[config.mk]
export PLATFORM = sky130hd
export DESIGN_NAME = mdrv_i2c_target
export DESIGN_NICKNAME = d
export VERILOG_FILES = /design/src/rtl/mdrv_i2c_pkg.sv /design/src/rtl/mdrv_line_cond.sv /design/src/rtl/mdrv_i2c_fsm.sv /design/src/rtl/mdrv_reg_bank.sv /design/src/rtl/mdrv_i2c_target.sv
export SDC_FILE = /design/constraint.sdc
export NUM_CORES = 1
export LEC_CHECK = 0
export BUFFER_PORTS_ARGS = -buffer_cell sky130_fd_sc_hd__buf_2
export CAP_MARGIN = 10
export CORE_MARGIN = 4
export CORE_UTILIZATION = 45
export CTS_BUF_LIST = sky130_fd_sc_hd__clkbuf_4
export CTS_CLUSTER_DIAMETER = 80
export CTS_CLUSTER_SIZE = 28
export DETAILED_ROUTE_END_ITERATION = 7
export PLACE_DENSITY = 0.68
export SLEW_MARGIN = 10
export SYNTH_ARGS = -nofsm -noshare
export SYNTH_HDL_FRONTEND = slang
export SYNTH_HIERARCHICAL = 1
export SYNTH_SLANG_ARGS = --single-unit
export TNS_END_PERCENT = 10
[constraint.sdc]
create_clock -name clk -period 2 [get_ports clk]
set_input_delay 0.4 -clock clk [delete_from_list [all_inputs] [get_ports clk]]
set_output_delay 0.4 -clock clk [all_outputs]
set_load 0.05 [all_outputs]
[src/rtl/mdrv_i2c_pkg.sv]
package mdrv_i2c_pkg;

    localparam int          BYTE_BITS  = 8;
    localparam int          NUM_REGS   = 2;
    localparam logic [7:0]  REG_DRIVE  = 8'h00;
    localparam logic [7:0]  REG_STATUS = 8'h01;
    localparam int          CLR_BIT    = 7;
    localparam logic [6:0]  BASE_ADDR7 = 7'h60;

    typedef enum logic [2:0] {
        ST_IDLE,
        ST_ADDR,
        ST_SUB,
        ST_WDATA,
        ST_RDATA,
        ST_HOLD
    } xfer_state_t;

    typedef struct packed {
        logic [5:0] vset;
        logic       in2;
        logic       in1;
    } drive_reg_t;

    typedef struct packed {
        logic [7:0] addr;
        logic [7:0] data;
        logic       en;
    } wr_req_t;

    // three-level strap code to level 0..2 (2'b11 treated as high)
    function automatic logic [1:0] strap_level(input logic [1:0] code);
        return (code == 2'b11) ? 2'd2 : code;
    endfunction

    function automatic logic [6:0] strap_addr7(input logic [1:0] a1, input logic [1:0] a0);
        logic [6:0] l1;
        logic [6:0] l0;
        l1 = {5'd0, strap_level(a1)};
        l0 = {5'd0, strap_level(a0)};
        return BASE_ADDR7 + (l1 * 7'd3) + l0;
    endfunction

endpackage

[src/rtl/mdrv_line_cond.sv]
module mdrv_line_cond #(
    parameter int FILT_LEN = 4
) (
    input  logic clk,
    input  logic rst,
    input  logic raw_i,
    output logic filt_o
);
    localparam int CW = $clog2(FILT_LEN + 1);

    logic [1:0]    sync_q;
    logic [CW-1:0] run_q;

    always_ff @(posedge clk) begin
        if (rst) begin
            sync_q <= 2'b11;
            run_q  <= '0;
            filt_o <= 1'b1;
        end else begin
            sync_q <= {sync_q[0], raw_i};
            if (sync_q[1] == filt_o) begin
                run_q <= '0;
            end else if (run_q == CW'(FILT_LEN - 1)) begin
                run_q  <= '0;
                filt_o <= sync_q[1];
            end else begin
                run_q <= run_q + 1'b1;
            end
        end
    end

    // the filtered level only moves to a level the synchronizer held
    assert_filter_follows_R9: assert property (@(posedge clk) disable iff (rst)
        (filt_o != $past(filt_o)) |-> (filt_o == $past(sync_q[1])));

endmodule

[src/rtl/mdrv_i2c_fsm.sv]
module mdrv_i2c_fsm
    import mdrv_i2c_pkg::*;
(
    input  logic       clk,
    input  logic       rst,
    input  logic       scl_f,
    input  logic       sda_f,
    input  logic [6:0] my_addr7,
    input  logic [7:0] rd_data,
    output logic [7:0] rd_addr,
    output logic       sda_oe,
    output wr_req_t    wr_req
);
    localparam logic [3:0] LAST = 4'(BYTE_BITS);

    xfer_state_t state;
    logic        scl_q, sda_q;
    logic [3:0]  cnt;
    logic [7:0]  shreg, tx, ptr;
    logic        in_ack, m_ack, accept;
    logic [2:0]  bit_sel;

    wire ev_start = scl_f & scl_q & sda_q & ~sda_f;
    wire ev_stop  = scl_f & scl_q & ~sda_q & sda_f;
    wire ev_rise  = scl_f & ~scl_q;
    wire ev_fall  = ~scl_f & scl_q;

    assign rd_addr = ptr;
    assign bit_sel = 3'(4'd7 - cnt);

    always_comb begin
        unique case (state)
            ST_ADDR:  accept = (shreg[7:1] == my_addr7);
            ST_SUB:   accept = (shreg < 8'(NUM_REGS));
            ST_WDATA: accept = (ptr < 8'(NUM_REGS));
            default:  accept = 1'b0;
        endcase
    end

    always_ff @(posedge clk) begin
        if (rst) begin
            state  <= ST_IDLE;
            scl_q  <= 1'b1;
            sda_q  <= 1'b1;
            cnt    <= '0;
            shreg  <= '0;
            tx     <= '0;
            ptr    <= '0;
            in_ack <= 1'b0;
            m_ack  <= 1'b0;
            sda_oe <= 1'b0;
            wr_req <= '0;
        end else begin
            scl_q     <= scl_f;
            sda_q     <= sda_f;
            wr_req.en <= 1'b0;
            if (ev_stop) begin
                state  <= ST_IDLE;
                in_ack <= 1'b0;
                sda_oe <= 1'b0;
            end else if (ev_start) begin
                state  <= ST_ADDR;
                cnt    <= '0;
                in_ack <= 1'b0;
                sda_oe <= 1'b0;
            end else if (state inside {ST_ADDR, ST_SUB, ST_WDATA}) begin
                if (ev_rise && !in_ack) begin
                    shreg <= {shreg[6:0], sda_f};
                    cnt   <= cnt + 1'b1;
                end else if (ev_fall && !in_ack && cnt == LAST) begin
                    if (accept) begin
                        in_ack <= 1'b1;
                        sda_oe <= 1'b1;
                    end else begin
                        state <= ST_HOLD;
                    end
                end else if (ev_fall && in_ack) begin
                    in_ack <= 1'b0;
                    sda_oe <= 1'b0;
                    cnt    <= '0;
                    unique case (state)
                        ST_ADDR: begin
                            if (shreg[0]) begin
                                state  <= ST_RDATA;
                                tx     <= rd_data;
                                sda_oe <= ~rd_data[7];
                            end else begin
                                state <= ST_SUB;
                            end
                        end
                        ST_SUB: begin
                            ptr   <= shreg;
                            state <= ST_WDATA;
                        end
                        default: begin
                            wr_req <= '{addr: ptr, data: shreg, en: 1'b1};
                            ptr    <= ptr + 1'b1;
                        end
                    endcase
                end
            end else if (state == ST_RDATA) begin
                if (ev_rise) begin
                    if (in_ack) m_ack <= ~sda_f;
                    else        cnt   <= cnt + 1'b1;
                end else if (ev_fall) begin
                    if (in_ack) begin
                        in_ack <= 1'b0;
                        cnt    <= '0;
                        if (m_ack) begin
                            tx     <= rd_data;
                            sda_oe <= ~rd_data[7];
                        end else begin
                            state <= ST_HOLD;
                        end
                    end else if (cnt == LAST) begin
                        sda_oe <= 1'b0;
                        in_ack <= 1'b1;
                        ptr    <= ptr + 1'b1;
                    end else begin
                        sda_oe <= ~tx[bit_sel];
                    end
                end
            end
        end
    end

    // the target never pulls the line while idle
    assert_idle_released_R3: assert property (@(posedge clk) disable iff (rst)
        (state == ST_IDLE) |-> !sda_oe);

    // a write strobe never targets a register beyond the map
    assert_write_in_map_R8: assert property (@(posedge clk) disable iff (rst)
        wr_req.en |-> (wr_req.addr < 8'(NUM_REGS)));

    // commits come only out of the data phase
    assert_commit_from_data_R5: assert property (@(posedge clk) disable iff (rst)
        wr_req.en |-> ($past(state) == ST_WDATA));

endmodule

[src/rtl/mdrv_reg_bank.sv]
module mdrv_reg_bank
    import mdrv_i2c_pkg::*;
(
    input  logic       clk,
    input  logic       rst,
    input  wr_req_t    wr_req,
    input  logic [7:0] rd_addr,
    input  logic [4:0] status_i,
    output logic [7:0] rd_data,
    output drive_reg_t drive_q,
    output logic       clear_pulse
);
    always_ff @(posedge clk) begin
        if (rst) begin
            drive_q     <= '0;
            clear_pulse <= 1'b0;
        end else begin
            clear_pulse <= 1'b0;
            if (wr_req.en) begin
                if (wr_req.addr == REG_DRIVE)  drive_q     <= drive_reg_t'(wr_req.data);
                if (wr_req.addr == REG_STATUS) clear_pulse <= wr_req.data[CLR_BIT];
            end
        end
    end

    always_comb begin
        unique case (rd_addr)
            REG_DRIVE:  rd_data = drive_q;
            REG_STATUS: rd_data = {3'b000, status_i};
            default:    rd_data = 8'h00;
        endcase
    end

    // the clear strobe lasts one cycle
    assert_clear_single_R7: assert property (@(posedge clk) disable iff (rst)
        clear_pulse |=> !clear_pulse);

    // the drive register holds unless a commit arrives
    assert_drive_holds_R5: assert property (@(posedge clk) disable iff (rst)
        !wr_req.en |=> $stable(drive_q));

endmodule

[src/rtl/mdrv_i2c_target.sv]
module mdrv_i2c_target
    import mdrv_i2c_pkg::*;
#(
    parameter int FILT_LEN = 4
) (
    input  logic       clk,
    input  logic       rst,
    input  logic       scl_i,
    input  logic       sda_i,
    output logic       sda_oe_o,
    input  logic [1:0] strap_a0_i,
    input  logic [1:0] strap_a1_i,
    input  logic [4:0] fault_stat_i,
    output logic [5:0] vset_o,
    output logic       in2_o,
    output logic       in1_o,
    output logic       clear_pulse_o
);
    localparam int NLINES = 2;

    logic [NLINES-1:0] raw_lines, filt_lines;
    logic [6:0]        addr7;
    logic [7:0]        rd_addr, rd_data;
    wr_req_t           wr_req;
    drive_reg_t        drive_q;

    assign raw_lines = {sda_i, scl_i};

    for (genvar g = 0; g < NLINES; g++) begin : g_line
        mdrv_line_cond #(.FILT_LEN(FILT_LEN)) u_cond (
            .clk    (clk),
            .rst    (rst),
            .raw_i  (raw_lines[g]),
            .filt_o (filt_lines[g])
        );
    end

    always_ff @(posedge clk) begin
        if (rst) addr7 <= strap_addr7(strap_a1_i, strap_a0_i);
    end

    mdrv_i2c_fsm u_fsm (
        .clk      (clk),
        .rst      (rst),
        .scl_f    (filt_lines[0]),
        .sda_f    (filt_lines[1]),
        .my_addr7 (addr7),
        .rd_data  (rd_data),
        .rd_addr  (rd_addr),
        .sda_oe   (sda_oe_o),
        .wr_req   (wr_req)
    );

    mdrv_reg_bank u_regs (
        .clk         (clk),
        .rst         (rst),
        .wr_req      (wr_req),
        .rd_addr     (rd_addr),
        .status_i    (fault_stat_i),
        .rd_data     (rd_data),
        .drive_q     (drive_q),
        .clear_pulse (clear_pulse_o)
    );

    assign vset_o = drive_q.vset;
    assign in2_o  = drive_q.in2;
    assign in1_o  = drive_q.in1;

    // the captured address never moves outside reset
    assert_addr_latched_R2: assert property (@(posedge clk) disable iff (rst)
        1'b1 |=> $stable(addr7));

    // the captured address lies in the strap range, never general call
    assert_addr_range_R1: assert property (@(posedge clk) disable iff (rst)
        (addr7 >= BASE_ADDR7) && (addr7 <= BASE_ADDR7 + 7'd8));

endmodule

==> reports/results.ini, run 1 <==
[timing]
setup_tns_ns=0
fmax_mhz=545
tightest_slew_ns=0.651
rsz0062_at_grt=no
hold_violations=0
finalCritPeriodShare_pct=91.8
drv_slew=0
setup_viol=0
slew_headroom_pct=56.3
period_needed_ns=1.84
skew_ns=0.0118

[clock_tree]
clock_sinks=79
cts_hold_buf=0
cts_tree=yes
path_clk_slew_ns=0.12
cts_made_buffers=9
cts_buffer_depth=2
clk_latency_ns=0.41
clockRootBuffer=clkbuf_4
htree_levels=3

[placed_design]
dp.cells=569
gp_congestion=0.893
hpwl_um=5890
io_buffers=22
placed_cell_area_mm2=0.00425

[power]
leakage_uw=0.00160
sw_frac_of_total_pct=22.3
internal_power_uw=2170
switchingPower_uw=623
ir_drop_v=0.000315
power_frac_seq_pct=57.7
clkPwrFrac_pct=39.3
pwr-share-comb_pct=3.1
p_per_area_mw_per_mm2=633

[yosys]
ys.warnings.count=6
synth_top_family_by_area=simple AND/OR/NAND/NOR gates
synth_cell_types=69
ys_seq_elements=79
synth-xor-area-share_pct=2.46
synth_mux_area_share_pct=6.78
synth_ff_type=dfxtp_1
syn_area_per_cell_um2=8.95
ys_seq_area_share_pct=41.7
synthAdderAreaFrac_pct=3.39
synthSimpleGateAreaFrac_pct=24.7
netlist_instances=437
syn-cell-area_mm2=0.00391
asyncSetResetFlopFracSynth_pct=0
synth-compound-area-share_pct=16.7
synth-edff-count=5

[global_route]
use_met3_pct=3.17
gr-max-usage-layer=met2
met1_usage_pct=22.5
grt_max_degree=73
grt_pass1_wl_um=13600
grt_pass1_vias=2872
track_usage_pct=16.4
antenna_found_initial=0
grt_util_met2_pct=25.4
overflow=0

[worst_setup_path]
critPathKind=register to register
cp.arrival_ns=2.13
r2r-end=u_fsm/tx[0]$_SDFFE_PP0P_
r2r_slack_ns=0.16
end_kind=register
cp-start-kind=register
r2r-start=u_fsm/state[1]$_SDFFE_PP0P_
crit_chain=nor2_1, nor2_2, o211ai_1, a21oi_4, mux2i_1, nor2_1
cp_common_cell=nor2_1
reg2reg_depth=6
slowest_delay_ns=0.55
crit_path_max_fanout=8
slowest_stage=dfxtp_1
worstPathRequired_ns=2.30

[finish]
drive_gt1_share_pct=20.2
syn_to_final_growth_pct=13.0
finalNonFillerCells=585
antennaDiodeCount=0
final_cell_area_mm2=0.00442
n_fill_cell=801
num-nets-final=498

[die]
die_height_um=101
start_util_pct=46.9
die_width_um=101
core-area_mm2=0.00834
num_rows=33
die_area_mm2=0.0102
ios=23

[worst_hold_path]
min-delay-path-class=input pin to register
holdPathEnd=g_line[0].u_cond/sync_q[0]$_SDFF_PP1_
worstHoldStart=scl_i
hold_path_depth=2

[routing]
vias=3148
drt-total-wl_um=8240
drc_errors=0
avgRoutedWirePerCell_um=14.1
via_per_inst=5.38
firstDrtPassIters=5
first_iter_violations=193
ant_nets=0

[status]
status=finished clean

[run]
drv_cap=0

## cells by family (layout without fill, tap and decap cells)
logic type | after synthesis | after routing
simple gates | 182 | 182
buf+inv | 34 | 76
other cells | 2 | 3
compound gates | 95 | 95
mux | 24 | 24
xor+xnor | 11 | 11
flops | 79 | 79
fa+ha+maj | 10 | 10
## worst max-delay path by stage
stage                           startpoint                          end  slack, ns  cells after the start
3_3_place_gp   u_fsm/state[0]$_SDFFE_PP0P_     u_fsm/tx[3]$_SDFFE_PP0P_       0.20                      6
3_5_place_dp   u_fsm/state[0]$_SDFFE_PP0P_     u_fsm/tx[0]$_SDFFE_PP0P_       0.13                      6
5_1_grt        u_fsm/state[1]$_SDFFE_PP0P_  u_fsm/state[1]$_SDFFE_PP0P_       0.01                      6
2_1_floorplan    u_fsm/cnt[0]$_SDFFE_PP0P_  u_fsm/state[1]$_SDFFE_PP0P_       0.33                      8
4_1_cts        u_fsm/state[0]$_SDFFE_PP0P_     u_fsm/tx[0]$_SDFFE_PP0P_       0.09                      6
6_report       u_fsm/state[1]$_SDFFE_PP0P_     u_fsm/tx[0]$_SDFFE_PP0P_       0.16                      6
## flip-flops by register name (all words and copies together), names as in the netlist, 2 cells and up
signal                flops
u_fsm/wr_req             17
u_regs/drive_q            8
g_line.u_cond/sync_q      4
u_fsm/cnt                 4
g_line.u_cond/filt_o      2
u_fsm/state               3
u_fsm/shreg               8
addr7                     5
u_fsm/rd_addr             8
u_fsm/tx                  8
g_line.u_cond/run_q       6
## layout make-up
class                           count  area (µm²)  area share (%)
Clock buffer                       10        75.1            1.70
Clock inverter                      6        91.3            2.07
Inverter                           13        48.8            1.10
Multi-Input combinational cell    325        2130            48.2
Sequential cell                    79        1630            36.9
Tap cell                          105         131            2.97
Timing Repair Buffer               47         310            7.02
## through the flow
stage / worst slack, ns / util [%] / power (µW) / hold WS [ns]
final: 0.165 / 53.0 / 2800 / 0.168
after global routing: 0.0118 / 53.0 / 2920 / 0.122
after CTS: 0.0924 / 52.9 / 2840 / 0.133
after detailed placement: 0.129 / 50.9 / 1740 / 0.397
after global placement: 0.202 / 50.9 / 1730 / 0.393
after floorplan: 0.327 / - / 1700 / 0.389
## power by group through the flow
stage / clock network [µW] / logic (µW) / registers, µW
after floorplan: 0 / 52.9 / 1650
after global placement: 0 / 84.3 / 1650
after detailed placement: 0 / 86.9 / 1650
after CTS: 1140 / 86.9 / 1610
after global routing: 1210 / 98.0 / 1620
final: 1100 / 85.3 / 1610
## worst max-delay path: cells and delay by family, from the launching register on
kind	cells	cell delay, ns
compound gates	2	0.55
flops	1	0.55
mux	1	0.24
simple gates	3	0.37
## Yosys cell counts, types with 4 or more instances
library cell / instances / area, µm²
dfxtp_1: 74 / 1480
nand2_1: 60 / 225
nor2_1: 49 / 184
a21oi_1: 37 / 185
mux2i_1: 22 / 220
o21ai_0: 14 / 70.1
inv_1: 12 / 45.0
clkbuf_1: 11 / 41.3
o31ai_1: 11 / 82.6
xnor2_1: 10 / 87.6
ha_1: 9 / 113
nand3_1: 9 / 45.0
nand4b_1: 8 / 70.1
nor4_1: 8 / 50.1
nor2b_1: 6 / 37.5
edfxtp_1: 5 / 150
nor3_1: 5 / 25.0
or2_2: 5 / 31.3
and3_1: 4 / 25.0
buf_2: 4 / 20.0
nand2b_1: 4 / 25.0
nor3b_1: 4 / 30.0
## cell usage in the layout (no fill, tap or decap), types with 2 or more instances in the layout
master / n
a211o_2: 2
a211oi_1: 3
a21oi_1: 37
a21oi_2: 2
a22oi_1: 2
a31oi_1: 2
and3_1: 4
buf_2: 22
buf_4: 24
bufinv_16: 2
clkbuf_4: 10
conb_1: 3
dfxtp_1: 73
edfxtp_1: 5
ha_1: 9
inv_1: 12
inv_6: 2
mux2i_1: 22
mux4_2: 2
nand2_1: 60
nand2b_1: 4
nand3_1: 9
nand4_1: 2
nand4b_1: 8
nor2_1: 49
nor2_2: 2
nor2b_1: 6
nor3_1: 5
nor3b_1: 4
nor4_1: 8
nor4_2: 2
nor4b_2: 3
o21ai_0: 14
o21bai_1: 3
o221ai_1: 2
o31ai_1: 11
or2_2: 5
xnor2_1: 10
## routing by layer
metal	vias to the layer above	wire (µm)
li1	1623	-
met5	-	0
met1	1470	4060
met3	10	289
met4	0	121
met2	45	3770
## what timing repair did
item                                    in CTS  in global routing
resized for setup                            0                  2
endpoints found under the setup margin       0                 11
setup buffers                                0                  0
Note: power is estimated with default switching activity, not from simulation.
==> inputs of run 2 (changes only) <==
- PLACE_DENSITY: 0.68 -> 0.73
==> reports/results.ini, run 2 (synthesized netlist as in run 1, its figures left out) <==
[timing]
period_needed_ns=1.86  ; +0.0238 ns
rsz0062_at_grt=no
fmax_mhz=538  ; -1.3%
setup_ws_ns=0.141  ; -0.0238 ns
hold_violations=0  ; unchanged
setup_tns_ns=0  ; unchanged
drv_slew=0  ; unchanged
skew_ns=0.0153  ; +0.00353 ns
tightest_slew_ns=0.754  ; +0.103 ns
slew_headroom_pct=49.8  ; -6.5 points
finalCritPeriodShare_pct=92.9  ; +1.2 points
setup_viol=0  ; unchanged

[die]
num_rows=33  ; unchanged
die_height_um=101  ; unchanged
die_width_um=101  ; unchanged
die_area_mm2=0.0102  ; unchanged
core-area_mm2=0.00834  ; unchanged
ios=23  ; unchanged
start_util_pct=46.9  ; unchanged

[clock_tree]
cts_made_buffers=9  ; unchanged
htree_levels=3  ; unchanged
cts_buffer_depth=2  ; unchanged
cts_setup_buffers=0  ; unchanged
clockRootBuffer=clkbuf_4
cts_tree=yes
clock_sinks=79  ; unchanged
clk_latency_ns=0.41  ; about the same
path_clk_slew_ns=0.13  ; about the same

[finish]
final_cell_area_mm2=0.00435  ; -1.7%
final_util_pct=52.1  ; -0.90 points
largest_reg_flops=17  ; unchanged
final_common_cell=dfxtp_1
final_cell_mix=73 x dfxtp_1, 60 x nand2_1, 49 x nor2_1
n_fill_cell=791  ; -1.2%
num-nets-final=494  ; -0.80%
syn_to_final_growth_pct=11.1
drive_gt1_share_pct=19.5  ; -0.67 points
top_register=u_fsm/wr_req

[worst_setup_path]
crit_chain=nor3b_4, and2_4, o22ai_4, or2_1, o21ai_0, a21oi_1
end_kind=register
slowest_delay_ns=0.54  ; about the same
worstPathRequired_ns=2.27  ; -0.03 ns
cp-start-kind=register
crit_path_max_fanout=9  ; +1
critPathKind=register to register
slowest_stage=dfxtp_1
cp-startpoint=u_fsm/state[2]$_SDFFE_PP0P_
r2r-start=u_fsm/state[2]$_SDFFE_PP0P_
cp.arrival_ns=2.13  ; about the same

[global_route]
grt_pass1_vias=2975  ; +3.6%
overflow=0  ; unchanged
grt_pass1_wl_um=13900  ; +2.6%
track_usage_pct=16.9  ; +0.44 points
antenna_found_initial=1  ; +1
grt_max_degree=73  ; unchanged

[routing]
via_per_inst=5.49  ; +2.0%
dr_wl_met2_um=3880  ; +3.1%
first_iter_violations=222  ; +15%
met1_length_um=3850  ; -5.1%
firstDrtPassIters=4  ; -1
avgRoutedWirePerCell_um=14.2  ; +0.54%
wl_met3_um=362  ; +25%
drt-total-wl_um=8240  ; about the same
ant_nets=0  ; unchanged
vias=3195  ; +1.5%
maxUsedRoutingLayer=met4
drc_errors=0  ; unchanged

[placed_design]
placed_cell_area_mm2=0.00420  ; -1.0%
hpwl_um=6020  ; +2.2%
gp_congestion=0.885  ; -0.81%
io_buffers=22  ; unchanged
place_ws_ns=0.115  ; -0.0144 ns

[worst_hold_path]
min-delay-path-class=input pin to register
worstHoldStart=scl_i

[power]
p_per_area_mw_per_mm2=606  ; -4.2%
leakage_uw=0.00156  ; -2.5%
ir_drop_v=0.000266  ; -16%

[status]
status=finished clean

[run]
drv_cap=0  ; unchanged

-- run 2: cell types whose count changed in the layout (fill, tap and decap cells not counted) --
| cell | delta |
|---|---|
| buf_12 | -1 |
| buf_4 | -3 |
| bufinv_16 | -1 |
| a211oi_4 | -1 |
| clkinv_4 | +1 |
| diode_2 | +1 |
| clkinv_2 | +2 |
| a211oi_2 | +1 |
| clkbuf_4 | -1 |
| inv_6 | -1 |
-- run 2: path summary, 6_finish.rpt --
| check | cells past startpoint | slack, ns | to |
|---|---|---|---|
| worst max-delay path | 6 | 0.14 | u_fsm/rd_addr[3]$_SDFFE_PP0P_ |
| worst min-delay path | 2 | 0.16 | g_line[0].u_cond/sync_q[0]$_SDFF_PP1_ |
| worst max register to register | 6 | 0.14 | u_fsm/rd_addr[3]$_SDFFE_PP0P_ |
| worst min register to register | 1 | 0.42 | g_line[1].u_cond/sync_q[1]$_SDFF_PP1_ |
-- run 2: layout make-up --
cell class / instances / area [µm²] / area share, %
multi-input combinational: 325 / 2120 / 48.9
sequential: 79 / 1630 / 37.6
timing repair buffer: 43 / 268 / 6.16
tap: 105 / 131 / 3.02
clock inverter: 7 / 71.3 / 1.64
clock buffer: 9 / 67.6 / 1.55
inverter: 13 / 48.8 / 1.12
antenna: 1 / 2.50 / 0.0576
-- run 2: stage by stage --
step	hold slack, ns	instances	power (µW)
after floorplan	0.389	438	1700
after global placement	0.392	565	1730
after detailed placement	0.393	565	1730
after CTS	0.141	581	2670
after global routing	0.118	582	2770
final	0.164	582	2630
-- run 2: where the power goes --
group / leakage, µW / switching (µW) / internal (µW)
logic: 0.000841 / 48.0 / 33.3
registers: 0.000646 / 6.72 / 1610
clock network: 0.0000766 / 554 / 384
-- run 2: repair_timing --
| item | 4_1_cts | 5_1_grt |
|---|---|---|
| setup endpoints to repair | 0 | 10 |
| hold buffers | 0 | 0 |
| endpoints found under the hold margin | 0 | 0 |
| resized for setup | 0 | 1 |
-- run 2: routing by layer --
metal / global-route usage, % / up-vias
li1: - / 1615
met1: 22.5 / 1497
met2: 26.8 / 71
met3: 2.96 / 12
met4: 7.36 / 0
met5: 0 / -
-- run 2: critical path: cells and delay by family (launching register included) --
family | cells | cell delay [ns]
compound gates | 3 | 0.40
flops | 1 | 0.54
simple gates | 3 | 0.77
==> inputs of run 3 (changes only) <==
- ABC_AREA: not set -> 1
- TNS_END_PERCENT: 10 -> not set
==> reports/results.ini, run 3 <==
[worst_setup_path]
reg2reg_depth=10  ; +4
end_kind=register
r2r-end=u_fsm/state[0]$_SDFFE_PP0P_
critPathKind=register to register
worstPathRequired_ns=2.34  ; +0.07 ns
crit_path_max_fanout=7  ; -2
r2r_slack_ns=0.26  ; +0.12 ns
cp_common_cell=nand2_1
slowest_stage=dfxtp_1
crit_chain=inv_1, ha_1, nand3_1, inv_1, nand3_1, nand2_1, nand2_1, nor2_1, nand2_1, a31oi_1
cp-start-kind=register
cp.arrival_ns=2.08  ; -0.05 ns
r2r-start=u_fsm/cnt[1]$_SDFFE_PP0P_
slowest_delay_ns=0.40  ; -0.14 ns

[yosys]
syn_area_per_cell_um2=7.04  ; -21%
synth_area_leaders=dfxtp_1 38%, nand2_1 9.2%, nor2_1 8.4%
synth_mux_area_share_pct=0  ; -6.8 points
synth_top_family_by_area=simple AND/OR/NAND/NOR gates
synth_ff_type=dfxtp_1
ys.warnings.count=6  ; unchanged
netlist_instances=556  ; +27%
asyncSetResetFlopFracSynth_pct=0  ; unchanged
synth-edff-count=5  ; unchanged
synthAdderAreaFrac_pct=3.39  ; -0.0043 points
synth-compound-area-share_pct=15.0  ; -1.7 points
syn-cell-area_mm2=0.00392  ; +0.13%
yosys.area.top_type=dfxtp_1
yosys-top-cells-count=96 x nand2_1, 88 x nor2_1, 77 x inv_1
ys_seq_elements=79  ; unchanged
synth-xor-area-share_pct=1.79  ; -0.67 points
synthSimpleGateAreaFrac_pct=28.8  ; +4.2 points
synth_top_area_share_pct=37.8  ; -0.048 points
synth_cell_types=37  ; -46%
ys_seq_area_share_pct=41.7  ; -0.053 points
yosysMostFrequentCell=nand2_1

[timing]
hold_violations=0  ; unchanged
skew_ns=0.0243  ; +0.00900 ns
setup_viol=0  ; unchanged
fmax_mhz=575  ; +6.9%
fin_hold_ws_ns=0.155  ; -0.00940 ns
setup_tns_ns=0  ; unchanged
setup_ws_ns=0.261  ; +0.120 ns
rsz0062_at_grt=no
tightest_slew_ns=0.529  ; -0.224 ns
period_needed_ns=1.74  ; -0.120 ns
finalCritPeriodShare_pct=86.9  ; -6.0 points
slew_headroom_pct=64.7  ; +15 points
drv_slew=0  ; unchanged

[placed_design]
io_buffers=22  ; unchanged
gp_congestion=0.943  ; +6.5%
hpwl_um=6340  ; +5.3%
place_ws_ns=0.239  ; +0.124 ns

[global_route]
grt_max_degree=38  ; -48%
grt_pass1_vias=3234  ; +8.7%
overflow=0  ; unchanged
track_usage_pct=17.3  ; +0.42 points
antenna_found_initial=0  ; -1
grt_pass1_wl_um=14300  ; +2.5%

[clock_tree]
clockRootBuffer=clkbuf_4
path_clk_slew_ns=0.14  ; about the same
clock_sinks=79  ; unchanged
cts_made_buffers=9  ; unchanged
cts_tree=yes
clk_latency_ns=0.43  ; +0.02 ns
cts_hold_buf=0  ; unchanged
htree_levels=3  ; unchanged
cts_buffer_depth=2  ; unchanged

[finish]
antennaDiodeCount=0  ; -1
final_cell_mix=96 x nand2_1, 88 x nor2_1, 77 x inv_1
final_common_cell=nand2_1
drive_gt1_share_pct=12.4  ; -7.1 points
num-nets-final=605  ; +22%
syn_to_final_growth_pct=9.42
largest_reg_flops=17  ; unchanged
top_register=u_fsm/wr_req

[die]
die_width_um=101  ; about the same
ios=23  ; unchanged
num_rows=33  ; unchanged
core-area_mm2=0.00834  ; unchanged
die_height_um=101  ; about the same
start_util_pct=47.0  ; +0.060 points
die_area_mm2=0.0103  ; +0.12%

[routing]
vias=3495  ; +9.4%
ant_nets=0  ; unchanged
drc_errors=0  ; unchanged
first_iter_violations=280  ; +26%
avgRoutedWirePerCell_um=12.2  ; -14%
drt-total-wl_um=8440  ; +2.4%
via_per_inst=5.05  ; -8.0%
firstDrtPassIters=5  ; +1

[worst_hold_path]
holdPathEnd=g_line[0].u_cond/sync_q[0]$_SDFF_PP1_
hold_path_depth=2  ; unchanged
worstHoldStart=scl_i
min-delay-path-class=input pin to register

[power]
leakage_uw=0.00192  ; +23%
switchingPower_uw=668  ; +9.7%
clkPwrFrac_pct=37.4  ; +1.8 points
power_frac_seq_pct=59.3  ; -2.0 points
pwr-share-comb_pct=3.4  ; +0.3 points
p_per_area_mw_per_mm2=635  ; +4.8%
sw_frac_of_total_pct=24.6  ; +1.4 points
ir_drop_v=0.000284  ; +6.8%
internal_power_uw=2050  ; +1.5%

[status]
status=finished clean

[run]
drv_cap=0  ; unchanged

==> run 3: area by class of cell <==
cell class	instances	area, µm²
multi-input combinational	387	1940
inverter	80	300
clock buffer	9	67.6
clock inverter	7	85.1
fill	853	4060
tap	105	131
sequential	79	1630
timing repair buffer	25	133
==> run 3: how the worst max path moves through the flow <==
| stage | cells past startpoint | slack [ns] | from | endpoint |
|---|---|---|---|---|
| 2_1_floorplan | 11 | 0.34 | u_fsm/cnt[0]$_SDFFE_PP0P_ | u_fsm/sda_oe$_SDFFE_PP0P_ |
| 3_5_place_dp | 11 | 0.24 | u_fsm/cnt[0]$_SDFFE_PP0P_ | u_fsm/state[1]$_SDFFE_PP0P_ |
| 4_1_cts | 11 | 0.21 | u_fsm/cnt[0]$_SDFFE_PP0P_ | u_fsm/state[1]$_SDFFE_PP0P_ |
| 5_1_grt | 10 | 0.07 | g_line[0].u_cond/filt_o$_SDFFE_PP1P_ | u_fsm/tx[6]$_SDFFE_PP0P_ |
| 6_report | 10 | 0.26 | u_fsm/cnt[1]$_SDFFE_PP0P_ | u_fsm/state[0]$_SDFFE_PP0P_ |
| 3_3_place_gp | 11 | 0.32 | u_fsm/cnt[0]$_SDFFE_PP0P_ | u_fsm/state[1]$_SDFFE_PP0P_ |
==> run 3: kinds of logic after synthesis <==
kind of cell | count (synthesis)
flip-flops | 79
XOR/XNOR | 8
other | 2
adder cells (fa/ha/maj) | 10
AO/OA/AOI/OAI | 108
buffers and inverters | 92
AND/OR/NAND/NOR | 257
==> run 3: per-layer routing <==
metal  wire (µm)  track usage, %  part of all wire (%)
met1        3930            22.7                    47
met2        3890            27.8                    46
met3         525            3.86                   6.2
met4          95            6.54                   1.1
met5           0               0                     0
==> run 3: power groups by stage <==
stage	clock network (µW)	registers, µW	logic (µW)
after floorplan	0	1650	58.8
after global placement	0	1650	88.1
after detailed placement	0	1650	91.5
after CTS	1060	1610	92.0
after global routing	1130	1620	105
final	1020	1610	91.2
==> run 3: worst max-delay path: cells and delay by family, from the launching register on <==
family / cells / cell delay (ns)
flip-flops: 1 / 0.40
buffers and inverters: 2 / 0.23
adder cells (fa/ha/maj): 1 / 0.15
AO/OA/AOI/OAI: 1 / 0.19
AND/OR/NAND/NOR: 6 / 0.70
==> run 3: metrics by stage <==
stage,util [%],total power [µW],std cells,cell area [µm²]
3_5_place_dp,49.5,1740,676,4130
4_1_cts,51.4,2760,692,4280
5_1_grt,51.4,2850,692,4290
2_1_floorplan,-,1710,558,3920
6_report,51.4,2720,692,4290
3_3_place_gp,49.5,1740,676,4130
==> run 3: timing repair <==
item | 4_1_cts | 5_1_grt
gates resized for setup | 0 | 1
setup buffers | 0 | 0
setup endpoints to repair | 0 | 1
